--- src/rtl/cfgsq_pkg.sv ---
package cfgsq_pkg;
  localparam int CFG_DW = 32;

  typedef enum logic [1:0] {
    SZ_BYTE = 2'd0,
    SZ_HALF = 2'd1,
    SZ_WORD = 2'd2,
    SZ_WALT = 2'd3
  } acc_size_e;

  typedef enum logic [2:0] {
    ST_IDLE = 3'd0,
    ST_ADDR = 3'd1,
    ST_RD   = 3'd2,
    ST_WR   = 3'd3,
    ST_RSP  = 3'd4
  } seq_state_e;

  typedef struct packed {
    logic              write;
    acc_size_e         size;
    logic [7:0]        bus;
    logic [7:0]        devfn;
    logic [7:0]        offset;
    logic [CFG_DW-1:0] wdata;
  } cfg_req_t;

  function automatic logic [CFG_DW-1:0] size_ones(acc_size_e s);
    case (s)
      SZ_BYTE: return CFG_DW'(32'h0000_00FF);
      SZ_HALF: return CFG_DW'(32'h0000_FFFF);
      default: return '1;
    endcase
  endfunction

  function automatic logic is_word(acc_size_e s);
    return s[1];
  endfunction
endpackage

--- src/rtl/cfgsq_rst_sync.sv ---
module cfgsq_rst_sync #(
  parameter int STAGES = 2
) (
  input  logic clk,
  input  logic rst_n_in,
  output logic rst_n_out
);
  logic [STAGES-1:0] sync_q;

  always_ff @(posedge clk or negedge rst_n_in) begin
    if (!rst_n_in) sync_q <= '0;
    else           sync_q <= {sync_q[STAGES-2:0], 1'b1};
  end

  assign rst_n_out = sync_q[STAGES-1];
endmodule

--- src/rtl/cfgsq_addr_gen.sv ---
module cfgsq_addr_gen #(
  parameter int MAX_BUS   = 7,
  parameter int MAX_DEVFN = 127
) (
  input  logic [7:0]  bus,
  input  logic [7:0]  devfn,
  input  logic [7:0]  offset,
  output logic [31:0] cfg_word,
  output logic        in_range
);
  localparam logic [7:0] BUS_LIM   = 8'(MAX_BUS);
  localparam logic [7:0] DEVFN_LIM = 8'(MAX_DEVFN);

  always_comb begin
    cfg_word        = '0;
    cfg_word[23:16] = bus;
    cfg_word[15:8]  = devfn;
    cfg_word[7:2]   = offset[7:2];
    cfg_word[0]     = (bus != 8'd0);   // type 1 for buses behind a bridge
  end

  assign in_range = (bus <= BUS_LIM) && (devfn <= DEVFN_LIM);
endmodule

--- src/rtl/cfgsq_lane.sv ---
module cfgsq_lane
  import cfgsq_pkg::*;
(
  input  logic [CFG_DW-1:0] dword,
  input  acc_size_e         size,
  input  logic [1:0]        off,
  input  logic [CFG_DW-1:0] wdata,
  output logic [CFG_DW-1:0] rd_ext,
  output logic [CFG_DW-1:0] merged
);
  localparam int LANES = CFG_DW / 8;

  logic [1:0] byte_from_msb;
  logic       half_from_msb;
  logic [1:0] byte_idx;
  logic       half_idx;

  // big-endian lane steering: index counted from the top byte
  assign byte_from_msb = off ^ 2'b11;
  assign half_from_msb = off[1] ^ 1'b1;
  assign byte_idx      = 2'd3 - byte_from_msb;
  assign half_idx      = ~half_from_msb;

  always_comb begin
    case (size)
      SZ_BYTE: rd_ext = {24'd0, dword[{byte_idx, 3'b000} +: 8]};
      SZ_HALF: rd_ext = {16'd0, dword[{half_idx, 4'b0000} +: 16]};
      default: rd_ext = dword;
    endcase
  end

  for (genvar g = 0; g < LANES; g++) begin : g_lane
    logic       hit;
    logic [7:0] src;
    assign hit = ((size == SZ_BYTE) && (byte_idx == 2'(g))) ||
                 ((size == SZ_HALF) && (half_idx == 1'(g / 2)));
    assign src = (size == SZ_HALF) ? wdata[8*(g%2) +: 8] : wdata[7:0];
    assign merged[8*g +: 8] = hit ? src : dword[8*g +: 8];
  end
endmodule

--- src/rtl/cfgsq_tmo.sv ---
module cfgsq_tmo #(
  parameter int TMO_W     = 16,
  parameter int TMO_RESET = 256
) (
  input  logic             clk,
  input  logic             rst_n,
  input  logic             phase_active,
  input  logic             ack,
  input  logic             load,
  input  logic [TMO_W-1:0] load_val,
  output logic             expire
);
  localparam logic [TMO_W-1:0] LIM_RST = TMO_W'(TMO_RESET);

  logic [TMO_W-1:0] cnt_q, cnt_d;
  logic [TMO_W-1:0] lim_q;
  logic             cnt_en;

  assign expire = phase_active && !ack && (cnt_q >= (lim_q - 1'b1));
  assign cnt_en = 1'b1;

  always_comb begin
    if (!phase_active || ack || expire) cnt_d = '0;
    else                                cnt_d = cnt_q + 1'b1;
  end

  always_ff @(posedge clk or negedge rst_n) begin
    if (!rst_n)      cnt_q <= '0;
    else if (cnt_en) cnt_q <= cnt_d;
  end

  always_ff @(posedge clk or negedge rst_n) begin
    if (!rst_n)    lim_q <= LIM_RST;
    else if (load) lim_q <= load_val;
  end
endmodule

--- src/rtl/cfg_seq_bridge.sv ---
module cfg_seq_bridge
  import cfgsq_pkg::*;
#(
  parameter int              MAX_BUS   = 7,
  parameter int              MAX_DEVFN = 127,
  parameter int              TMO_W     = 16,
  parameter int              TMO_RESET = 256,
  parameter int              REG_AW    = 12,
  parameter logic [REG_AW-1:0] ADDR_OFS = 12'h500,
  parameter logic [REG_AW-1:0] DATA_OFS = 12'h504
) (
  input  logic              clk,
  input  logic              rst_n,
  input  logic              req_valid,
  output logic              req_ready,
  input  logic              req_write,
  input  logic [1:0]        req_size,
  input  logic [7:0]        req_bus,
  input  logic [7:0]        req_devfn,
  input  logic [7:0]        req_offset,
  input  logic [31:0]       req_wdata,
  output logic              rsp_valid,
  output logic [31:0]       rsp_rdata,
  output logic              rsp_status,
  output logic              busy,
  output logic              dn_req,
  output logic              dn_we,
  output logic [REG_AW-1:0] dn_addr,
  output logic [31:0]       dn_wdata,
  input  logic [31:0]       dn_rdata,
  input  logic              dn_ack,
  input  logic              tmo_load,
  input  logic [TMO_W-1:0]  tmo_value,
  input  logic              err_clr,
  output logic              err_sticky
);
  logic        rst_sn;
  seq_state_e  st_q, st_d;
  cfg_req_t    req_q, req_d;
  logic [31:0] word_q, word_d;
  logic [31:0] wr_q, wr_d;
  logic [31:0] rdat_q, rdat_d;
  logic        stat_q, stat_d;
  logic        err_q, err_d;
  logic        accept, ld_req, ld_wr, ld_rsp;
  logic [31:0] cfg_word, rd_ext, merged;
  logic        in_range, expire;

  cfgsq_rst_sync #(.STAGES(2)) i_rst_sync (
    .clk(clk), .rst_n_in(rst_n), .rst_n_out(rst_sn)
  );

  cfgsq_addr_gen #(.MAX_BUS(MAX_BUS), .MAX_DEVFN(MAX_DEVFN)) i_addr_gen (
    .bus(req_bus), .devfn(req_devfn), .offset(req_offset),
    .cfg_word(cfg_word), .in_range(in_range)
  );

  cfgsq_lane i_lane (
    .dword(dn_rdata), .size(req_q.size), .off(req_q.offset[1:0]),
    .wdata(req_q.wdata), .rd_ext(rd_ext), .merged(merged)
  );

  cfgsq_tmo #(.TMO_W(TMO_W), .TMO_RESET(TMO_RESET)) i_tmo (
    .clk(clk), .rst_n(rst_sn), .phase_active(dn_req), .ack(dn_ack),
    .load(tmo_load), .load_val(tmo_value), .expire(expire)
  );

  assign accept = req_valid && (st_q == ST_IDLE);

  // next-state and datapath selection
  always_comb begin
    st_d   = st_q;
    req_d  = '{write: req_write, size: acc_size_e'(req_size), bus: req_bus,
               devfn: req_devfn, offset: req_offset, wdata: req_wdata};
    word_d = cfg_word;
    wr_d   = (st_q == ST_RD) ? merged : req_wdata;
    rdat_d = size_ones(req_q.size);
    stat_d = 1'b1;
    ld_req = 1'b0;
    ld_wr  = 1'b0;
    case (st_q)
      ST_IDLE: begin
        if (accept) begin
          ld_req = 1'b1;
          ld_wr  = 1'b1;
          if (!in_range) begin
            st_d   = ST_RSP;
            rdat_d = size_ones(acc_size_e'(req_size));
          end else begin
            st_d = ST_ADDR;
          end
        end
      end
      ST_ADDR: begin
        if (dn_ack)      st_d = (req_q.write && is_word(req_q.size)) ? ST_WR : ST_RD;
        else if (expire) st_d = ST_RSP;
      end
      ST_RD: begin
        if (dn_ack) begin
          if (req_q.write) begin
            ld_wr = 1'b1;
            st_d  = ST_WR;
          end else begin
            rdat_d = rd_ext;
            stat_d = 1'b0;
            st_d   = ST_RSP;
          end
        end else if (expire) begin
          st_d = ST_RSP;
        end
      end
      ST_WR: begin
        if (dn_ack) begin
          rdat_d = '0;
          stat_d = 1'b0;
          st_d   = ST_RSP;
        end else if (expire) begin
          st_d = ST_RSP;
        end
      end
      ST_RSP:  st_d = ST_IDLE;
      default: st_d = ST_IDLE;
    endcase
    ld_rsp = (st_d == ST_RSP) && (st_q != ST_RSP);
    err_d  = expire | (err_q & ~err_clr);
  end

  always_ff @(posedge clk or negedge rst_sn) begin
    if (!rst_sn) st_q <= ST_IDLE;
    else         st_q <= st_d;
  end

  always_ff @(posedge clk or negedge rst_sn) begin
    if (!rst_sn) begin
      req_q  <= '0;
      word_q <= '0;
    end else if (ld_req) begin
      req_q  <= req_d;
      word_q <= word_d;
    end
  end

  always_ff @(posedge clk or negedge rst_sn) begin
    if (!rst_sn)    wr_q <= '0;
    else if (ld_wr) wr_q <= wr_d;
  end

  always_ff @(posedge clk or negedge rst_sn) begin
    if (!rst_sn) begin
      rdat_q <= '0;
      stat_q <= 1'b0;
    end else if (ld_rsp) begin
      rdat_q <= rdat_d;
      stat_q <= stat_d;
    end
  end

  always_ff @(posedge clk or negedge rst_sn) begin
    if (!rst_sn) err_q <= 1'b0;
    else         err_q <= err_d;
  end

  assign req_ready  = (st_q == ST_IDLE);
  assign busy       = (st_q != ST_IDLE);
  assign rsp_valid  = (st_q == ST_RSP);
  assign rsp_rdata  = rdat_q;
  assign rsp_status = stat_q;
  assign err_sticky = err_q;
  assign dn_req     = (st_q == ST_ADDR) || (st_q == ST_RD) || (st_q == ST_WR);
  assign dn_we      = (st_q == ST_ADDR) || (st_q == ST_WR);
  assign dn_addr    = (st_q == ST_ADDR) ? ADDR_OFS : DATA_OFS;
  assign dn_wdata   = (st_q == ST_ADDR) ? word_q : ((st_q == ST_WR) ? wr_q : '0);

  AST_RSP_ONE_CYCLE: assert property (@(posedge clk) disable iff (!rst_sn)
    rsp_valid |=> !rsp_valid);
  AST_START_AT_ADDR: assert property (@(posedge clk) disable iff (!rst_sn)
    (dn_req && !$past(dn_req)) |-> (dn_we && dn_addr == ADDR_OFS));
  AST_TYPE_BIT: assert property (@(posedge clk) disable iff (!rst_sn)
    (dn_req && dn_we && dn_addr == ADDR_OFS) |->
      (dn_wdata[0] == (dn_wdata[23:16] != 8'd0)));
  AST_OOR_SILENT: assert property (@(posedge clk) disable iff (!rst_sn)
    (accept && !in_range) |=> (!dn_req && rsp_valid && rsp_status));
  AST_WORD_WR_NO_READ: assert property (@(posedge clk) disable iff (!rst_sn)
    (dn_req && !dn_we && req_q.write) |-> !is_word(req_q.size));
  AST_TMO_FAILS: assert property (@(posedge clk) disable iff (!rst_sn)
    expire |=> (rsp_valid && rsp_status && err_sticky));
endmodule

--- config.mk ---
export PLATFORM = sky130hd
export DESIGN_NAME = cfg_seq_bridge
export DESIGN_NICKNAME = d
export VERILOG_FILES = /design/src/rtl/cfgsq_pkg.sv /design/src/rtl/cfgsq_rst_sync.sv /design/src/rtl/cfgsq_addr_gen.sv /design/src/rtl/cfgsq_lane.sv /design/src/rtl/cfgsq_tmo.sv /design/src/rtl/cfg_seq_bridge.sv
export SDC_FILE = /design/constraint.sdc
export NUM_CORES = 1
export LEC_CHECK = 0
export ABC_CLOCK_PERIOD_IN_PS = 8800
export BUFFER_PORTS_ARGS = -buffer_cell sky130_fd_sc_hd__buf_2
export CAP_MARGIN = 20
export CORE_ASPECT_RATIO = 1.2
export CORE_MARGIN = 3
export CORE_UTILIZATION = 55
export CTS_CLUSTER_DIAMETER = 100
export DETAILED_ROUTE_END_ITERATION = 10
export MAX_ROUTING_LAYER = met4
export PLACE_DENSITY = 0.81
export SYNTH_ARGS = -nofsm -noshare
export SYNTH_HDL_FRONTEND = slang
export SYNTH_SLANG_ARGS = --single-unit
--- constraint.sdc ---
create_clock -name clk -period 8.8 [get_ports clk]
set_input_delay 0.44 -clock clk [delete_from_list [all_inputs] [get_ports clk]]
set_output_delay 0.44 -clock clk [all_outputs]
set_load 0.01 [all_outputs]
==> flow_summary_export.csv <==
group,metric,value,unit
run_status,status,"finished, final reports clean",
drt,antenna_left,0,
sta,hold_viol,0,
sta,fmax,0.237,GHz
sta,drv_slew,0,
clocking,cts_tree,"done",
global_route,grt_pass1_vias,6906,
synth,yosysSeqAreaShare,44.4,%
critical_path,path_max_fanout,32,
clocking,clk_path_buf_depth,2,
synth,yosys_warnings,0,
drt,viasPerCell,5.68,
drt,wl_per_cell,18.5,um
placement,placed_cell_area,0.00922,mm2
clocking,clock_latency,0.42,ns
layout,area_growth,19.4,%
sta,worstMarginPinSlew,1.01,ns
sta,setup_violations,0,
clocking,htreeDepth,4,
clocking,post_cts_resized,0,
hold_path,hold_path_class,"input pin to flip-flop",
die,die_h,140,um
synth,synth-edff-count,0,
power,leakage,4.51,nW
critical_path,cp-start-kind,"flip-flop",
clocking,clkSinkCount,147,
sta,fin_crit_sh,48.0,%
die,initial_core_util,56.7,%
clocking,cts_root_buf,"clkbuf_16",
global_route,antenna_found_initial,4,
critical_path,cp_num_buf_inv,1,
drt,wirelength,22.6,mm
critical_path,crit_type,"flip-flop to flip-flop",
die,core,0.0146,mm2
sta,fin_crit,4.22,ns
synth,avgSynthCellArea,9.78,um2
power,worst_ir_drop_vdd,0.140,mV
layout,fin_area,0.00989,mm2
power,p_per_area,219,mW/mm2
die,io-pin-count,196,
global_route,grtUsageTotal,28.2,%
drt,dr.first_iter.drc_count,472,
synth,postSynthCellCount,847,
layout,final_common_cell,"buf_2",
sta,tns,0,ns
clocking,clk_pin_slew,0.06,ns
critical_path,crit_chain,"nor4_1 > nand2_1 > or4_1 > nor4_1 > xnor2_1 > ha_1 > nand4_1 > nor2_1 > o21ai_0 > and3_1 > o211ai_4 > buf_4 > mux2_2",
synth,netlist-cell-type-count,50,
synth,ys.flop_type,"dfrtp_1",
global_route,grt_max_degree,79,
clocking,numCtsBuffers,17,
synth,synth-seq-cells,147,
synth,synthArstFlopShare,100,%
die,die_x,118,um
global_route,grt_first_pass_wirelength,35.8,mm
critical_path,path_common_cell,"nor4_1",
sta,skew,0.00655,ns
clocking,post_cts_buffers,0,
layout,mostFrequentLayoutCells,"buf_2, dfrtp_1, nor2_1",
critical_path,endpoint_kind,"flip-flop",
critical_path,cp.required,9.10,ns
die,fp.dieArea,0.0166,mm2
sta,slew_headroom,32.9,%
critical_path,cp_top_family,"simple AND/OR/NAND/NOR gates",
layout,final_nets,1133,
die,fp-row-count,48,
placement,gp_congestion,0.894,
critical_path,crit_slowest_cell,"or4_1",
layout,fill_cells,1195,
placement,portBuffers,184,
placement,place_hpwl,16.6,mm
sta,rsz0062_at_grt,"false",
synth,syn_area,0.00828,mm2
critical_path,max_stage_delay,0.54,ns
job,cap_violations,0,
drt,vias,6919,
critical_path,cp.arrival,4.52,ns
drt,drt_pre_antenna_iters,5,
layout,drive_gt1_share,30.8,%
drt,drc,0,
global_route,grt_overflow,0,
## Yosys cell counts, types with 6 or more instances
| master | instances | area, um2 |
|---|---|---|
| clkbuf_1 | 33 | 124 |
| mux2_2 | 60 | 676 |
| dfrtp_1 | 146 | 3650 |
| inv_1 | 18 | 67.6 |
| buf_4 | 18 | 135 |
| nor3_1 | 7 | 35.0 |
| a221oi_1 | 15 | 131 |
| nand3_1 | 25 | 125 |
| nand2b_1 | 7 | 43.8 |
| o21ai_0 | 62 | 310 |
| mux2i_1 | 47 | 470 |
| xor2_1 | 12 | 105 |
| ha_1 | 18 | 225 |
| nand4_1 | 6 | 37.5 |
| buf_2 | 9 | 45.0 |
| xnor2_1 | 16 | 140 |
| o22a_1 | 9 | 78.8 |
| a21oi_1 | 64 | 320 |
| nor2_1 | 109 | 409 |
| nand2_1 | 66 | 248 |
| a211oi_1 | 18 | 135 |
| and3_1 | 15 | 93.8 |
| mux2_4 | 20 | 300 |
## routing by layer
layer  vias to the layer above  part of all wire, %  global-route usage (%)
li1                       3295                    -                       -
met1                      3285                   40                    33.4
met2                       277                   50                    46.5
met3                        62                  6.6                    6.83
met4                         0                  3.1                    11.6
met5                         -                    0                       -
## state kept, by name (all words and copies together), names as in the netlist
signal             flops
rsp_rdata             32
i_rst_sync.sync_q      2
err_sticky             1
wr_q                  32
i_tmo.cnt_q           16
req_q                 21
word_q                23
rsp_status             1
i_tmo.lim_q           16
st_q                   3
## power breakdown
part | total, mW | internal (mW) | leakage (nW) | switching, mW
clock | 0.769 | 0.496 | 0.307 | 0.273
sequential | 0.912 | 0.804 | 1.74 | 0.108
combinational | 0.483 | 0.234 | 2.46 | 0.249
## worst paths after layout
path	start	to	slack, ns	cells past startpoint
min in group asynchronous	rst_n	i_rst_sync.sync_q[1]	0.34	2
setup / recovery	i_tmo.lim_q[5]	rsp_rdata[10]	4.58	13
max in group asynchronous	i_rst_sync.sync_q[1]	st_q[1]	6.82	1
hold / removal	req_devfn[6]	word_q[14]	0.24	2
hold reg to reg	i_rst_sync.sync_q[0]	i_rst_sync.sync_q[1]	0.35	0
setup reg to reg	i_tmo.lim_q[5]	rsp_rdata[10]	4.58	13
## kinds of logic (layout without fill, tap and decap cells)
logic type | count (synthesis) | in the layout | share of synthesized area (%)
simple gates | 254 | 254 | 13.7
compound gates | 186 | 186 | 13.6
flops | 147 | 147 | 44.4
mux | 127 | 127 | 17.5
buf+inv | 85 | 243 | 4.99
xor+xnor | 28 | 28 | 2.96
fa+ha+maj | 18 | 18 | 2.72
other cells | 2 | 16 | 0.0907
## through the flow
step	std cells	setup slack [ns]	hold slack (ns)	utilization, %	power (mW)
after global placement	1181	4.88	0.226	63.2	1.38
after detailed placement	1181	4.71	0.226	63.2	1.40
final	1219	4.58	0.244	67.7	2.16
after floorplan	857	4.40	0.144	-	1.24
after global routing	1219	4.24	0.235	67.7	2.27
after CTS	1214	4.61	0.232	67.6	2.17
## layout make-up
class,instances,area (um2),area share [%]
Multi-Input combinational cell,625,4250,43.0
Clock inverter,9,151,1.53
Inverter,18,67.6,0.683
Timing Repair Buffer,193,998,10.1
Clock buffer,23,478,4.83
Antenna cell,4,10.0,0.101
Tap cell,200,250,2.53
Sequential cell,147,3680,37.3
## repair_timing
item,4_1_cts,5_1_grt
setup endpoints to repair,0,0
hold buffers,1,0
hold endpoints to repair,2,0
(Power assumes the default switching activity.)
